## config.mk

```make
export PLATFORM = sky130hd
export DESIGN_NAME = ppu_bank_nt_map
export DESIGN_NICKNAME = d
export VERILOG_FILES = /design/src/rtl/ppu_bank_nt_pkg.sv /design/src/rtl/chr_bank_regs.sv /design/src/rtl/ppu_slot_decode.sv /design/src/rtl/chr_nt_out_mux.sv /design/src/rtl/ppu_bank_nt_map.sv
export SDC_FILE = /design/constraint.sdc
export NUM_CORES = 1
export LEC_CHECK = 0
export ABC_AREA = 1
export BUFFER_PORTS_ARGS = -buffer_cell sky130_fd_sc_hd__buf_2
export CELL_PAD_IN_SITES_DETAIL_PLACEMENT = 1
export CELL_PAD_IN_SITES_GLOBAL_PLACEMENT = 1
export CORE_ASPECT_RATIO = 1.1
export CORE_UTILIZATION = 40
export CTS_CLUSTER_DIAMETER = 60
export DETAILED_ROUTE_END_ITERATION = 16
export PLACE_DENSITY_LB_ADDON = 0.1
export SLEW_MARGIN = 20
export SYNTH_ARGS = -nofsm -noshare
export SYNTH_HDL_FRONTEND = slang
export SYNTH_SLANG_ARGS = --single-unit
```

## constraint.sdc

```tcl
create_clock -name clk -period 1.3 [get_ports clk]
set_input_delay 0.13 -clock clk [delete_from_list [all_inputs] [get_ports clk]]
set_output_delay 0.13 -clock clk [all_outputs]
set_load 0.005 [all_outputs]
```

## src/rtl/ppu_bank_nt_pkg.sv

```systemverilog
package ppu_bank_nt_pkg;

  typedef enum logic [1:0] {
    REG_CTRL   = 2'd0,
    REG_BANK   = 2'd1,
    REG_MIRROR = 2'd2,
    REG_SPARE  = 2'd3
  } cpu_reg_e;

  // bank registers that have storage; the pointer may name more
  localparam int NUM_CHR_BANKS = 6;

  // first 1KB register in the slot order
  localparam int FIRST_1K_BANK = 2;

  // PPU address bits that decode a slot
  localparam int PA_A10 = 10;
  localparam int PA_A11 = 11;
  localparam int PA_A12 = 12;

endpackage

```

## src/rtl/chr_bank_regs.sv

```systemverilog
module chr_bank_regs
  import ppu_bank_nt_pkg::*;
#(
  parameter int BANK_W = 8,
  parameter int SEL_W  = 3
) (
  input  logic                                   clk,
  input  logic                                   rst,
  input  logic                                   we,
  input  logic [1:0]                             reg_sel,
  input  logic [BANK_W-1:0]                      wdata,
  output logic                                   mode_c,
  output logic [SEL_W-1:0]                       ptr,
  output logic [NUM_CHR_BANKS-1:0][BANK_W-1:0]   banks
);

  logic ctrl_wr;
  logic bank_wr;

  assign ctrl_wr = we && (reg_sel == REG_CTRL);
  assign bank_wr = we && (reg_sel == REG_BANK);

  always_ff @(posedge clk) begin
    if (rst) begin
      mode_c <= 1'b0;
      ptr    <= '0;
    end else if (ctrl_wr) begin
      mode_c <= wdata[BANK_W-1];
      ptr    <= wdata[SEL_W-1:0];
    end
  end

  for (genvar g = 0; g < NUM_CHR_BANKS; g++) begin : g_bank
    always_ff @(posedge clk) begin
      if (rst) begin
        banks[g] <= '0;
      end else if (bank_wr && (ptr == SEL_W'(g))) begin
        banks[g] <= wdata;
      end
    end
  end

endmodule

```

## src/rtl/ppu_slot_decode.sv

```systemverilog
module ppu_slot_decode
  import ppu_bank_nt_pkg::*;
#(
  parameter int SEL_W = 3
) (
  input  logic             mode_c,
  input  logic             a12,
  input  logic             a11,
  input  logic             a10,
  output logic [SEL_W-1:0] slot_bank,
  output logic             is_2k
);

  logic half_1k;

  // the mode bit swaps the 2KB and 1KB halves
  assign half_1k = a12 ^ mode_c;

  always_comb begin
    if (half_1k) begin
      is_2k     = 1'b0;
      slot_bank = SEL_W'(FIRST_1K_BANK) + SEL_W'({a11, a10});
    end else begin
      is_2k     = 1'b1;
      slot_bank = SEL_W'(a11);
    end
  end

endmodule

```

## src/rtl/chr_nt_out_mux.sv

```systemverilog
module chr_nt_out_mux
  import ppu_bank_nt_pkg::*;
#(
  parameter int BANK_W = 8,
  parameter int SEL_W  = 3,
  localparam int CHR_W = BANK_W - 1
) (
  input  logic [NUM_CHR_BANKS-1:0][BANK_W-1:0] banks,
  input  logic [SEL_W-1:0]                     slot_bank,
  input  logic                                 is_2k,
  input  logic                                 a10,
  output logic [CHR_W-1:0]                     chr_out,
  output logic                                 nt_sel
);

  logic [BANK_W-1:0] chosen;

  always_comb begin
    chosen = '0;
    for (int k = 0; k < NUM_CHR_BANKS; k++) begin
      if (slot_bank == SEL_W'(k)) chosen = banks[k];
    end
  end

  always_comb begin
    if (is_2k) chr_out = {chosen[CHR_W-1:1], a10};
    else       chr_out = chosen[CHR_W-1:0];
    nt_sel = chosen[BANK_W-1];
  end

endmodule

```

## src/rtl/ppu_bank_nt_map.sv

```systemverilog
module ppu_bank_nt_map
  import ppu_bank_nt_pkg::*;
#(
  parameter int BANK_W = 8,
  parameter int SEL_W  = 3,
  parameter int PPU_AW = 14,
  localparam int CHR_W = BANK_W - 1
) (
  input  logic              clk,
  input  logic              rst,
  input  logic              cpu_we,
  input  logic [1:0]        cpu_reg_sel,
  input  logic [BANK_W-1:0] cpu_wdata,
  input  logic [PPU_AW-1:0] ppu_addr,
  output logic [CHR_W-1:0]  chr_bank_addr,
  output logic              nt_page_sel
);

  logic                               chr_mode_q;
  logic [SEL_W-1:0]                   sel_idx_q;
  logic [NUM_CHR_BANKS-1:0][BANK_W-1:0] bank_q;
  logic [SEL_W-1:0]                   slot_bank;
  logic                               slot_is_2k;

  // A13 and the in-page bits play no part in translation
  logic unused_addr_bits;
  assign unused_addr_bits = ^{ppu_addr[PPU_AW-1:PA_A12+1], ppu_addr[PA_A10-1:0]};

  chr_bank_regs #(.BANK_W(BANK_W), .SEL_W(SEL_W)) u_regs (
    .clk     (clk),
    .rst     (rst),
    .we      (cpu_we),
    .reg_sel (cpu_reg_sel),
    .wdata   (cpu_wdata),
    .mode_c  (chr_mode_q),
    .ptr     (sel_idx_q),
    .banks   (bank_q)
  );

  ppu_slot_decode #(.SEL_W(SEL_W)) u_dec (
    .mode_c    (chr_mode_q),
    .a12       (ppu_addr[PA_A12]),
    .a11       (ppu_addr[PA_A11]),
    .a10       (ppu_addr[PA_A10]),
    .slot_bank (slot_bank),
    .is_2k     (slot_is_2k)
  );

  chr_nt_out_mux #(.BANK_W(BANK_W), .SEL_W(SEL_W)) u_mux (
    .banks     (bank_q),
    .slot_bank (slot_bank),
    .is_2k     (slot_is_2k),
    .a10       (ppu_addr[PA_A10]),
    .chr_out   (chr_bank_addr),
    .nt_sel    (nt_page_sel)
  );

endmodule

```

# Word level (Yosys, flattened, before mapping)
# Cells that the tools add are included.
totals:
  reg_bits: 52
  inputBits: 27
  output_inout_bits: 8
  wordCells: 40
op_classes:
  addsub: 1
  eq_ne: 11
  mux: 8
  bitwise: 1
  n_reduce_logical: 11
op_table:
  columns: ["cell", "count"]
  rows:
  - ["$mux W8", 6]
  - ["$eq A3 B2 Y1 const B", 4]
  - ["$eq A3 B3 Y1 const B", 4]
  - ["$logic_and A1 B1 Y1", 8]
  - ["$eq A3 B1 Y1 const B", 2]
  - ["$logic_not A3 Y1", 2]
  - ["$add A2 B2 Y3 const A", 1]
  - ["$mux W3", 1]
  - ["$eq A2 B1 Y1 const B", 1]
  - ["$logic_not A2 Y1", 1]
  - ["$mux W1", 1]
  - ["$xor A1 B1 Y1", 1]

# Logic depth before layout (Yosys ltp)
depth:
  depth_word: 10
  ltp_mapped: 8
  depth_no_buf: 7

# Modules after synthesis
# Synthesis repeated with hierarchy kept, for this count alone.
hier_totals:
  cells_unflattened: 397
  area_unflattened_um2: 2622.5
modules_own_cells:
  columns: ["mod", "instances", "cells_per_inst", "area_each_um2", "seq_area_each_um2"]
  rows:
  - ["chr_bank_regs", 1, 303, 2154.6, 1041.0]
  - ["chr_nt_out_mux", 1, 81, 411.6, 0.0]
  - ["ppu_slot_decode", 1, 13, 56.3, 0.0]

# Worst setup path after synthesis
# No wires, ideal clock.
synth_timing:
  path_kind: "register to register"
  startpoint: "register u_regs.ptr[2]"
  endpoint: "register u_regs.banks[32] (netlist name)"
  arrival_ns: 1.060
  slack_ns: 0.124
  stages_incl_launch_ff: 6
  path_cell_list: "dfxtp_1 inv_4 nor3_4 inv_2 nor2_1 nor2_1"
synth_via:
  elab_chain_cells: 2
synth_lines:
  columns: ["item", "line", "source"]
  rows:
  - ["start, declared", "chr_bank_regs.sv:13", "output logic [SEL_W-1:0] ptr,"]
  - ["start signal, assigned", "chr_bank_regs.sv:29", "ptr <= wdata[SEL_W-1:0];"]
  - ["$eq A3 B3 Y1", "chr_bank_regs.sv:37", "end else if (bank_wr && (ptr == SEL_W'(g))) begin"]
  - ["$logic_and A1 B1 Y1", "chr_bank_regs.sv:37", null]
  - ["end signal, assigned by index", "chr_bank_regs.sv:38", "banks[g] <= wdata;"]
  - ["end, declared", "chr_bank_regs.sv:14", "output logic [NUM_CHR_BANKS-1:0][BANK_W-1:0] banks"]
# No other way between the ends.
# A chain may end at the register's enable or synchronous reset.

# Worst setup path in the final report
layout_timing:
  startpoint: "register u_regs.mode_c"
  endpoint: "output chr_bank_addr[5]"
layout_via:
  elab_chain_cells: 9
  word_cells_on_any_way: 14
  cone_classes: "eq/ne (5); mux (7); bitwise (1); reduce/logical (1)"
layout_lines:
  columns: ["item", "line", "source"]
  rows:
  - ["start, declared", "chr_bank_regs.sv:12", "output logic mode_c,"]
  - ["start signal, assigned", "chr_bank_regs.sv:28", "mode_c <= wdata[BANK_W-1];"]
  - ["$xor A1 B1 Y1 *", "ppu_slot_decode.sv:17", "assign half_1k = a12 ^ mode_c;"]
  - ["$mux W3 *", "ppu_slot_decode.sv:20", "if (half_1k) begin"]
  - ["$logic_not A3 Y1", "chr_nt_out_mux.sv:21", "if (slot_bank == SEL_W'(k)) chosen = banks[k];"]
  - ["$mux W8 (5 in series)", "chr_nt_out_mux.sv:21", null]
  - ["$mux W8 *", "chr_nt_out_mux.sv:21", null]
  - ["end, declared", "ppu_bank_nt_map.sv:15", "output logic [CHR_W-1:0] chr_bank_addr,"]
# Mark *: on every way between the ends. The rest lies on a longest branch, timed or not.

==> reports/qor.yml <==
clock_network:
  post_cts_buffers: 0
  cts.sinks: 50
  htree_levels: 2
  cts_root_buf: "clkbuf_8"
  cts_hold_buf: 0
  cts_buffers: 5
  clk_pin_slew_worst_paths_ns: 0.10
  clockBufferDepth: 2
  cts_tree: "done"
  clock_latency_ns: 0.30
setup_path:
  reg2reg_from: "u_regs.ptr[0]"
  startpoint: "u_regs.mode_c"
  cp.required_ns: 1.17
  start_kind: "register"
  cp.arrival_ns: 1.50
  cp_max_fo: 5
  critPathKind: "reg2out"
  cp-end-kind: "output port"
cells_and_area:
  area_growth_pct: 29.7
  layout_common_cells: "nor2_1 (66), dfxtp_1 (46), o21ai_0 (39)"
  drive_above_1_share: 0.313
  utilization: 0.539
  fillers: 707
  final_area_um2: 2910
  diodes: 0
  nets: 384
  multi_input_area_um2: 1260
  final_common_cell: "nor2_1"
  seq_area_um2: 1010
job:
  maxCapViolCount: 0
route:
  wl_per_cell_um: 16.9
  drc: 0
  vias: 2300
  routed_wl_mm: 7.33
  routed_via_density: 5.31
  first_pass_iters: 4
  drtIter0Drc: 139
  postRouteAntennaNets: 0
status:
  outcome: "finished, violations left"
  violations: "negative setup slack"
sta:
  hold_ws_ns: 0.124
  period_share: 1.25
  setup_violations: 8
  slew_violations: 0
  period_minus_slack_ns: 1.63
  fin_ws_ns: -0.329
  worst_pin_slew_ns: 0.314
  rsz0062_at_grt: "yes"
  setup_tns_ns: -2.48
  relSlewSlack: 0.790
  fin_skew_ns: 0.00865
  fmax_ghz: 0.614
  hold_viol_final: 0
synthesis:
  synth_top_area_share: 0.446
  ys_seq_elements: 50
  ys_types: 21
  yosys_warnings: 0
  synthMuxAreaShare: 0
  yosysSeqAreaShare: 0.446
  synthAdderAreaFrac: 0
  ys_async_sr_fraction: 0
  synth-compound-area-share: 0.138
  synthFlopType: "dfxtp_1"
  yosys.area.top_type: "dfxtp_1"
  synth_nets: 338
  syn_avg_cell_area_um2: 7.22
  synth_area_um2: 2240
  netlist_instances: 311
  synthSimpleGateAreaFrac: 0.354
  synth_edf_count: 0
  synth_xor_area_frac: 0
  synth_top_family_by_area: "simple AND/OR/NAND/NOR gates"
  synth_area_leaders: "dfxtp_1 (45%), nor2_1 (13%), o21ai_0 (8.9%)"
place:
  placedInstanceArea_um2: 2610
  port_buffers: 23
  dpl.hpwl_mm: 4.91
  finalWeightedCongestion: 0.769
hold_path:
  hold_start: "rst"
  min_path_type: "in2reg"
floorplanning:
  initial_core_util: 0.416
  dieArea_um2: 5920
  pin_count: 35
  core_um2: 5400
  die_w_um: 73.4
  die_height_um: 80.6
  num_rows: 28
global_routing:
  grt_usage: 0.259
  grt_max_degree: 40
  grt_pass1_vias: 2269
  grt_pass1_wl_mm: 11.3
  antenna_found_initial: 0
  grt_overflow: 0
power:
  p_leak_nw: 1.22
  power.total_w: 0.00294
  ir_drop_uv: 614
  power_density_nw_per_um2: 1010
## timing repair
item | CTS | global route
pin swaps | 1 | 10
endpoints found under the hold margin | 0 | 0
setup endpoints to repair | 8 | 30
resized for setup | 14 | 37
gates cloned | 0 | 2
## synth_stat cells (2+ instances only)
cell / n
buf_2: 4
dfxtp_1: 50
clkbuf_1: 5
nand4_1: 8
o21ai_1: 2
nand3_1: 39
nor2_2: 2
inv_2: 7
nor2_1: 76
nand2_4: 2
a21oi_1: 20
nand2_1: 30
o21ai_0: 40
nand2_2: 2
nor3_4: 4
inv_1: 15
## cell type report
type / count / area share
well taps: 75 / 0.0322
inverters: 23 / 0.0322
clock buffers: 6 / 0.0284
repair buffers: 48 / 0.124
flip-flops and latches: 50 / 0.346
multi-input cells: 229 / 0.433
clock inverters: 2 / 0.00430
## through the flow
stage / setup slack [ns] / std cells
floorplan: 0.124 / 311
global placement: -0.0999 / 423
detailed placement: -0.117 / 423
CTS: -0.335 / 431
global route: -0.396 / 433
finish: -0.329 / 433
## power by group
part	switching (W)	internal (W)	total (W)	leakage [nW]
sequential	0.0000188	0.00156	0.00158	0.406
combinational	0.000242	0.000144	0.000386	0.766
clock	0.000547	0.000430	0.000977	0.0472
total	0.000808	0.00213	0.00294	1.22
## worst max-delay path: stages, from the launching register on
cell	delay [ns]
dfxtp_2	0.35
inv_2	0.05
nand2_4	0.10
nand2_8	0.09
buf_12	0.15
nand3_2	0.06
nand2_2	0.07
nor2_4	0.11
nand4_1	0.09
buf_2	0.13
## cell families after synthesis
family / after synthesis
and+or+nand+nor: 166
AOI/OAI and AO/OA: 62
DFF: 50
buffers and inverters: 33
## final timing paths
| kind | cells past startpoint | slack (ns) | end |
|---|---|---|---|
| worst max register to register | 6 | 0.05 | u_regs.banks[2] |
| worst min register to register | 2 | 0.46 | u_regs.banks[19] |
| worst min-delay path | 2 | 0.12 | u_regs.banks[25] |
| worst max-delay path | 9 | -0.33 | chr_bank_addr[5] |
## per-layer routing
metal / up-vias / track usage / wire, µm
met2: 38 / 0.469 / 3720
li1: 1131 / - / -
met1: 1122 / 0.323 / 3360
met4: 0 / 0.0615 / 93
met5: - / 0 / 0
met3: 9 / 0.0326 / 155
## sequential cells by signal, summed over array words and instances, names as in the netlist
signal / flops
u_regs.banks: 46
u_regs.ptr: 3
u_regs.mode_c: 1
(Power assumes the default switching activity.)
